===== src/rtl/ed4_pkg.sv =====
`timescale 1ns/1ps
// Shared constants for the speculative error-diffusion binarizer.
// Assumes fixed diffusion weights in sixteenths; the weights are applied
// with shift-and-add, and the final division by sixteen is a right shift.
package ed4_pkg;
    localparam int FRAC = 4;     // weights are in units of 1/16
    localparam int W_LEFT = 7;   // left neighbour, same line
    localparam int W_UL = 1;     // upper-left
    localparam int W_UP = 5;     // directly above
    localparam int W_UR = 3;     // upper-right
endpackage


===== src/rtl/ed4_spec.sv =====
`timescale 1ns/1ps
// Speculative stage: filters line-above errors for every lane in parallel
// and decides each pixel with the left-neighbour term zeroed, except lane 0,
// which receives the true carried error. Emits the partial modified input,
// a 16-bit decision mask and two candidate errors (speculative level and
// opposite level), both kept at 1/16 precision so no multiply is needed later.
// Assumes AW is wide enough for 16*pixel plus the weighted sum.
module ed4_spec
    import ed4_pkg::*;
#(
    parameter int DW = 16,
    parameter int LANES = 4,
    parameter int AW = 24,
    parameter int THR = 128,
    parameter int QMAX = 255
) (
    input  logic [LANES*DW-1:0]     pix,
    input  logic [(LANES+2)*DW-1:0] above,
    input  logic [DW-1:0]           carry,
    input  logic                    first,
    input  logic                    last,
    output logic [LANES*AW-1:0]     pu,
    output logic [LANES*AW-1:0]     cand_s,
    output logic [LANES*AW-1:0]     cand_i,
    output logic [LANES*DW-1:0]     mask
);
    localparam int ALANES = LANES + 2;
    localparam logic signed [AW-1:0] THR16 = AW'(THR << FRAC);
    localparam logic signed [AW-1:0] QMAX16 = AW'(QMAX << FRAC);

    logic [DW-1:0] a [ALANES];
    logic [DW-1:0] carry_eff;

    // Edge handling: zero the line-above errors outside the image and the carry at line start.
    always_comb begin
        for (int i = 0; i < ALANES; i++) a[i] = above[i*DW +: DW];
        if (first) a[0] = '0;
        if (last) a[ALANES-1] = '0;
        carry_eff = first ? '0 : carry;
    end

    for (genvar k = 0; k < LANES; k++) begin : gen_lane
        logic signed [AW-1:0] ul, up, ur, lf, xs, w, p;
        logic d;
        // Per-lane weighted sum, partial modified input and speculative decision.
        always_comb begin
            ul = {{(AW-DW){a[k][DW-1]}}, a[k]};
            up = {{(AW-DW){a[k+1][DW-1]}}, a[k+1]};
            ur = {{(AW-DW){a[k+2][DW-1]}}, a[k+2]};
            lf = (k == 0) ? {{(AW-DW){carry_eff[DW-1]}}, carry_eff} : '0;
            xs = {{(AW-DW){1'b0}}, pix[k*DW +: DW]};
            w  = ul + (up <<< 2) + up + (ur <<< 1) + ur + (lf <<< 3) - lf;
            p  = (xs <<< FRAC) - w;
            d  = (p >= THR16);
        end
        assign pu[k*AW +: AW]     = p;
        assign mask[k*DW +: DW]   = {DW{d}};
        assign cand_s[k*AW +: AW] = (d ? QMAX16 : '0) - p;
        assign cand_i[k*AW +: AW] = (d ? '0 : QMAX16) - p;
    end
endmodule


===== src/rtl/ed4_comp.sv =====
`timescale 1ns/1ps
// Compensation stage: lane 0 is final as speculated; lanes 1..LANES-1 are
// repaired strictly in order. Each lane re-tests its threshold with seven
// times the predecessor's final error subtracted, picks the candidate error
// that matches the repaired decision, adds the predecessor term back and
// divides by sixteen (floor). Purely combinational.
module ed4_comp
    import ed4_pkg::*;
#(
    parameter int DW = 16,
    parameter int LANES = 4,
    parameter int AW = 24,
    parameter int THR = 128
) (
    input  logic [LANES*AW-1:0] pu,
    input  logic [LANES*AW-1:0] cand_s,
    input  logic [LANES*AW-1:0] cand_i,
    input  logic [LANES*DW-1:0] mask,
    output logic [LANES-1:0]    bits,
    output logic [LANES*DW-1:0] err
);
    localparam logic signed [AW-1:0] THR16 = AW'(THR << FRAC);

    for (genvar k = 0; k < LANES; k++) begin : gen_lane
        logic [DW-1:0] e_lane;
        logic          b_lane;
        if (k == 0) begin : g_first
            logic [AW-1:0] full;
            // First lane: the speculative result is already exact.
            always_comb begin
                full   = cand_s[0 +: AW];
                e_lane = full[FRAC +: DW];
                b_lane = mask[0];
            end
        end else begin : g_rest
            logic signed [AW-1:0] pe, prev7, t, full;
            logic d, hold;
            // Repair this lane using the final error of the lane before it.
            always_comb begin
                pe     = {{(AW-DW){gen_lane[k-1].e_lane[DW-1]}}, gen_lane[k-1].e_lane};
                prev7  = (pe <<< 3) - pe;
                t      = $signed(pu[k*AW +: AW]) - prev7;
                d      = (t >= THR16);
                hold   = (d == mask[k*DW]);
                full   = (hold ? $signed(cand_s[k*AW +: AW]) : $signed(cand_i[k*AW +: AW])) + prev7;
                e_lane = full[FRAC +: DW];
                b_lane = d;
            end
        end
        assign err[k*DW +: DW] = e_lane;
        assign bits[k] = b_lane;
    end
endmodule


===== src/rtl/ed4_halftone.sv =====
`timescale 1ns/1ps
// Top of the speculative four-pixel error-diffusion binarizer.
// Stage 1 registers the speculative results; stage 2 is the output register,
// loaded with the compensated results. A group is accepted only while stage 1
// is empty, so the carried error of the previous group is always settled.
// Assumes the caller stores out_err and supplies it as in_above on the next line.
module ed4_halftone #(
    parameter int DW = 16,
    parameter int LANES = 4,
    parameter int THR = 128,
    parameter int QMAX = 255
) (
    input  logic                    clk,
    input  logic                    rst_n,
    input  logic                    in_valid,
    output logic                    in_ready,
    input  logic                    in_first,
    input  logic                    in_last,
    input  logic [LANES*DW-1:0]     in_pix,
    input  logic [(LANES+2)*DW-1:0] in_above,
    output logic                    out_valid,
    input  logic                    out_ready,
    output logic [LANES-1:0]        out_bits,
    output logic [LANES*DW-1:0]     out_err
);
    localparam int AW = DW + 8;
    localparam logic signed [DW-1:0] ERR_HI = DW'(QMAX - THR);
    localparam logic signed [DW-1:0] ERR_LO = DW'(-THR);

    logic                  s1_valid;
    logic [LANES*AW-1:0]   s1_pu, s1_cs, s1_ci, sp_pu, sp_cs, sp_ci;
    logic [LANES*DW-1:0]   s1_mask, sp_mask, c_err;
    logic [LANES-1:0]      c_bits;
    logic [DW-1:0]         carry;
    logic                  accept, advance;

    ed4_spec #(.DW(DW), .LANES(LANES), .AW(AW), .THR(THR), .QMAX(QMAX)) i_spec (
        .pix(in_pix), .above(in_above), .carry(carry), .first(in_first), .last(in_last),
        .pu(sp_pu), .cand_s(sp_cs), .cand_i(sp_ci), .mask(sp_mask)
    );

    ed4_comp #(.DW(DW), .LANES(LANES), .AW(AW), .THR(THR)) i_comp (
        .pu(s1_pu), .cand_s(s1_cs), .cand_i(s1_ci), .mask(s1_mask),
        .bits(c_bits), .err(c_err)
    );

    assign in_ready = !s1_valid;
    assign accept   = in_valid && in_ready;
    assign advance  = s1_valid && (!out_valid || out_ready);

    // Stage 1 occupancy.
    always_ff @(posedge clk) begin
        if (!rst_n)       s1_valid <= 1'b0;
        else if (accept)  s1_valid <= 1'b1;
        else if (advance) s1_valid <= 1'b0;
    end

    // Stage 1 data capture from the speculative stage.
    always_ff @(posedge clk) begin
        if (accept) begin
            s1_pu   <= sp_pu;
            s1_cs   <= sp_cs;
            s1_ci   <= sp_ci;
            s1_mask <= sp_mask;
        end
    end

    // Output register occupancy.
    always_ff @(posedge clk) begin
        if (!rst_n)         out_valid <= 1'b0;
        else if (advance)   out_valid <= 1'b1;
        else if (out_ready) out_valid <= 1'b0;
    end

    // Output data and carried error, both taken from the compensated results.
    always_ff @(posedge clk) begin
        if (!rst_n) begin
            carry <= '0;
        end else if (advance) begin
            out_bits <= c_bits;
            out_err  <= c_err;
            carry    <= c_err[(LANES-1)*DW +: DW];
        end
    end

    // reset empties both stages.
    a_r1_reset: assert property (@(posedge clk) !rst_n |=> !out_valid && in_ready);

    // an accepted group blocks the input on the next cycle.
    a_r9_one_in_flight: assert property (@(posedge clk) disable iff (!rst_n)
        (in_valid && in_ready) |=> !in_ready);

    // held outputs stay stable under backpressure.
    a_r10_hold: assert property (@(posedge clk) disable iff (!rst_n)
        (out_valid && !out_ready) |=> out_valid && $stable(out_bits) && $stable(out_err));

    // a group accepted into a free pipe appears one edge later.
    a_r10_latency: assert property (@(posedge clk) disable iff (!rst_n)
        (accept && (!out_valid || out_ready)) |=> ##1 out_valid);

    for (genvar k = 0; k < LANES; k++) begin : g_chk
        // error range matches the chosen level.
        a_r11_err_bound: assert property (@(posedge clk) disable iff (!rst_n)
            out_valid |-> (out_bits[k] ? ($signed(out_err[k*DW +: DW]) <= ERR_HI)
                                       : ($signed(out_err[k*DW +: DW]) >= ERR_LO)));
    end
endmodule


===== config.mk =====
export PLATFORM = sky130hd
export DESIGN_NAME = ed4_halftone
export DESIGN_NICKNAME = d
export VERILOG_FILES = /design/src/rtl/ed4_pkg.sv /design/src/rtl/ed4_spec.sv /design/src/rtl/ed4_comp.sv /design/src/rtl/ed4_halftone.sv
export SDC_FILE = /design/constraint.sdc
export NUM_CORES = 2
export LEC_CHECK = 0
export BUFFER_PORTS_ARGS = -buffer_cell sky130_fd_sc_hd__buf_2
export CAP_MARGIN = 10
export CORE_UTILIZATION = 40
export DETAILED_ROUTE_END_ITERATION = 6
export GPL_ROUTABILITY_DRIVEN = 0
export PLACE_DENSITY = 0.64
export SYNTH_ARGS = -nofsm -noshare
export SYNTH_HDL_FRONTEND = slang
export SYNTH_SLANG_ARGS = --single-unit

===== constraint.sdc =====
create_clock -name clk -period 24.6 [get_ports clk]
set_input_delay 3.69 -clock clk [delete_from_list [all_inputs] [get_ports clk]]
set_output_delay 3.69 -clock clk [all_outputs]
set_load 0.01 [all_outputs]

==> run summary <==
==========================================================================================
Outcome                                                                       finished, final reports clean
Number of nets in the synthesized netlist                                             4546
Number of cells on the worst reg-to-reg path                                           108
Worst Hold Path Cells                                                                    0
Critical path required time                                                       24.91 ns
Clock buffers created by TritonCTS                                                      37
Clk_lat worst skew                                                                 0.59 ns
Total number of H-tree levels                                                            2
Routed via count                                                                     28400
Number of unique standard cell types used by synthesis                                 127
Final cycle utilization of the critical path                                         95.5%
Maximum number of pins on one net before global-route repair                           190
Hold/Removal Path Class                                                            reg2reg
Synth top cells by count                                                      515 x sky130_fd_sc_hd__inv_1, 386 x sky130_fd_sc_hd__ha_1, 289 x sky130_fd_sc_hd__xnor2_1
DRC marker count from the first detailed-route iteration                              1886
First-pass GRT wire length                                                       154000 um
Hold Buf Count CTS                                                                       0
CTS root buf                                                                  sky130_fd_sc_hd__clkbuf_16
Cell type of the slowest stage on the worst timing path                       sky130_fd_sc_hd__or3_4
CP startpoint kind                                                               flip-flop
Total of max-cap violations                                                              0
Number of antenna-violating nets in the routed design                                    0
Synth Warn #                                                                             0
Hold Violations, Final                                                                   0
Total iterations of the first detailed-routing run                                       5
Maximum cell stage delay along the critical path                                   0.48 ns
Worst-path fanout max                                                                   11
Cell area after synthesis                                                        35400 um2
Worst-case clock skew                                                            0.0376 ns
Share of final-layout standard cells stronger than drive strength 1                  14.0%
Remaining routing DRC violations                                                         0
Total area of sequential cells                                                    8320 um2
Clock sink total                                                                       283
CP arrival                                                                        23.82 ns
Startpoint-to-endpoint class of the critical path                                  reg2reg
Final nets                                                                            4841
Synthesis-to-layout area growth                                                      13.2%
Sequential element share of the synthesized area                                     23.5%
Post-synthesis cell count                                                             3762
I/O pin total                                                                          236
Most frequently used flop master after synthesis                              sky130_fd_sc_hd__edfxtp_1
Die Area                                                                         89800 um2
Slew Limit Fails                                                                         0
Cell with the most instances on the worst path                                sky130_fd_sc_hd__o21a_1
GR Util All Layers                                                                   22.0%
Number of synthesized flops with an enable pin                                         265
Core region area                                                                 87300 um2
Count of placed standard cells including taps                                         5151
Endpoints failing setup                                                                  0
Max_slew headroom                                                                    25.4%
Hpwl dp                                                                           82700 um
Biggest area consumer among synthesized cells                                 sky130_fd_sc_hd__edfxtp_1
TritonCTS clock tree                                                                  done
Overflow left after global routing                                                       0
Antenna violations before repair                                                         3
Clock edge transition at the registers on the reported setup and hold paths        0.06 ns
Period minus WS final                                                             23.50 ns
Post-route insts no fill                                                              5241
Largest cells by area after synthesis                                         sky130_fd_sc_hd__edfxtp_1 22%, sky130_fd_sc_hd__ha_1 14%, sky130_fd_sc_hd__fa_1 13%
Routed wire per std cell                                                           19.0 um
Initial core utilization                                                             40.6%
Drt via density                                                                       5.41
Diodes inserted                                                                          0
Chip Width                                                                          300 um
Fill count                                                                            8389
Mean area per synthesized cell                                                    9.42 um2
Max frequency                                                                     42.5 MHz
Register bit total from synthesis                                                      283
CTS max path bufs                                                                        3
Overall routed net length                                                         99500 um
Buffers added on ports                                                                 235
Total area of multi-input combinational cells                                    25400 um2
Post-synthesis async set-or-reset flop share                                            0%
CP endpoint kind                                                                 flip-flop
Fraction of synthesized cell area taken by the top area cell type                    22.5%
# rows                                                                                 108
Die Ht                                                                              300 um
Vias in the first global route                                                       27700
Measured slew at the worst slew-check pin                                          1.12 ns
Most common cell in the netlist                                               sky130_fd_sc_hd__inv_1
==========================================================================================
==> layer usage <==
metal	vias up	global-route usage (%)	share of wire, %	wire length (um)
met5	-	0	0.033	33
met4	4	7.02	3.2	3200
met3	157	2.60	5.4	5420
met2	826	35.7	45	45200
met1	13600	30.4	46	45700
li1	13800	-	-	-
==> worst paths after layout <==
kind / from / endpoint / slack (ns)
max: s1_cs[6] / out_err[63] / 1.10
min: s1_mask[15] / out_bits[0] / 0.44
max reg2reg: s1_cs[6] / out_err[63] / 1.10
min reg2reg: s1_mask[15] / out_bits[0] / 0.44
==> cell families (layout without fill, tap and decap cells) <==
group                      Yosys count  after routing  synth area share, %
and+or+nand+nor                    907            907                 13.2
AOI/OAI and AO/OA                  906            906                 17.9
adders and majority gates          637            637                 27.3
buffers and inverters              579            903                 6.24
xor gates and xnor gates           391            391                 10.1
DFF                                283            283                 23.5
muxes                               59             59                 1.80
==> critical path: cells and delay by family, from the launching register on <==
family | cells | cell delay [ns]
AO/OA/AOI/OAI | 52 | 10.53
AND/OR/NAND/NOR | 26 | 5.55
adder cells (fa/ha/maj) | 11 | 3.54
buffers and inverters | 10 | 1.22
multiplexers | 4 | 1.16
XOR/XNOR | 5 | 0.79
flip-flops | 1 | 0.45
==> repair_timing <==
item / CTS / global route
setup buffers: 0 / 22
pin swaps: 0 / 24
endpoints found under the hold margin: 0 / 0
endpoints found under the setup margin: 9 / 22
resized for setup: 9 / 90
cloned: 0 / 0
==> layout by cell type (no fill, tap or decap), types with 15 or more instances in the layout <==
master                      instances
sky130_fd_sc_hd__buf_4             70
sky130_fd_sc_hd__o21bai_1          88
sky130_fd_sc_hd__maj3_1            16
sky130_fd_sc_hd__nand2b_1          68
sky130_fd_sc_hd__o21a_1            41
sky130_fd_sc_hd__a211oi_1          17
sky130_fd_sc_hd__o21ai_1           20
sky130_fd_sc_hd__a21o_1            69
sky130_fd_sc_hd__nand4_1           16
sky130_fd_sc_hd__clkbuf_16         38
sky130_fd_sc_hd__nand3_1           62
sky130_fd_sc_hd__nand2_1          164
sky130_fd_sc_hd__nor3_1            70
sky130_fd_sc_hd__and3_1            22
sky130_fd_sc_hd__a31oi_1           20
sky130_fd_sc_hd__inv_1            514
sky130_fd_sc_hd__buf_2            235
sky130_fd_sc_hd__o21ai_0          120
sky130_fd_sc_hd__ha_1             375
sky130_fd_sc_hd__a22o_1            16
sky130_fd_sc_hd__and2_1            28
sky130_fd_sc_hd__nor4_1            15
sky130_fd_sc_hd__a21oi_1          253
sky130_fd_sc_hd__nor2_1           241
sky130_fd_sc_hd__dfxtp_1           18
sky130_fd_sc_hd__a21oi_2           18
sky130_fd_sc_hd__or2_2             19
sky130_fd_sc_hd__xnor2_1          282
sky130_fd_sc_hd__o211ai_1          26
sky130_fd_sc_hd__o2111ai_1         16
sky130_fd_sc_hd__or3_1             30
sky130_fd_sc_hd__edfxtp_1         265
sky130_fd_sc_hd__mux2i_1           26
sky130_fd_sc_hd__fa_1             232
sky130_fd_sc_hd__xor2_1            86
sky130_fd_sc_hd__mux2_2            30
sky130_fd_sc_hd__nor2b_1           88
==> per-stage QoR <==
stage	cell area [um2]	hold WS (ns)	util, %	TNS [ns]	setup slack [ns]
after floorplan	35400	0.400	-	0	0.199
after global placement	38200	0.443	43.8	0	0.180
after detailed placement	38200	0.445	43.8	-1.32	-0.390
after CTS	39500	0.454	45.2	0	0.0104
after global routing	40100	0.463	46.0	-0.394	-0.187
final	40100	0.441	46.0	0	1.10
==> state kept, by name, indices dropped and copies added (netlist names) <==
register	count
s1_pu	72
s1_cs	73
s1_mask	4
s1_ci	48
s1_valid	1
out_bits	4
out_valid	1
out_err	64
carry	16
==> area by class of cell <==
| cell class | instances | share of cell area, % |
|---|---|---|
| multi-input cells | 2900 | 63.4 |
| flip-flops and latches | 283 | 20.7 |
| inverters | 527 | 4.94 |
| repair buffers | 308 | 4.35 |
| well taps | 1155 | 3.60 |
| clock buffers | 41 | 2.40 |
| clock inverters | 27 | 0.627 |
Power is left out: the tool's default activity adds up to more than one toggle a clock period on the data nets, which glitch-free logic cannot reach.
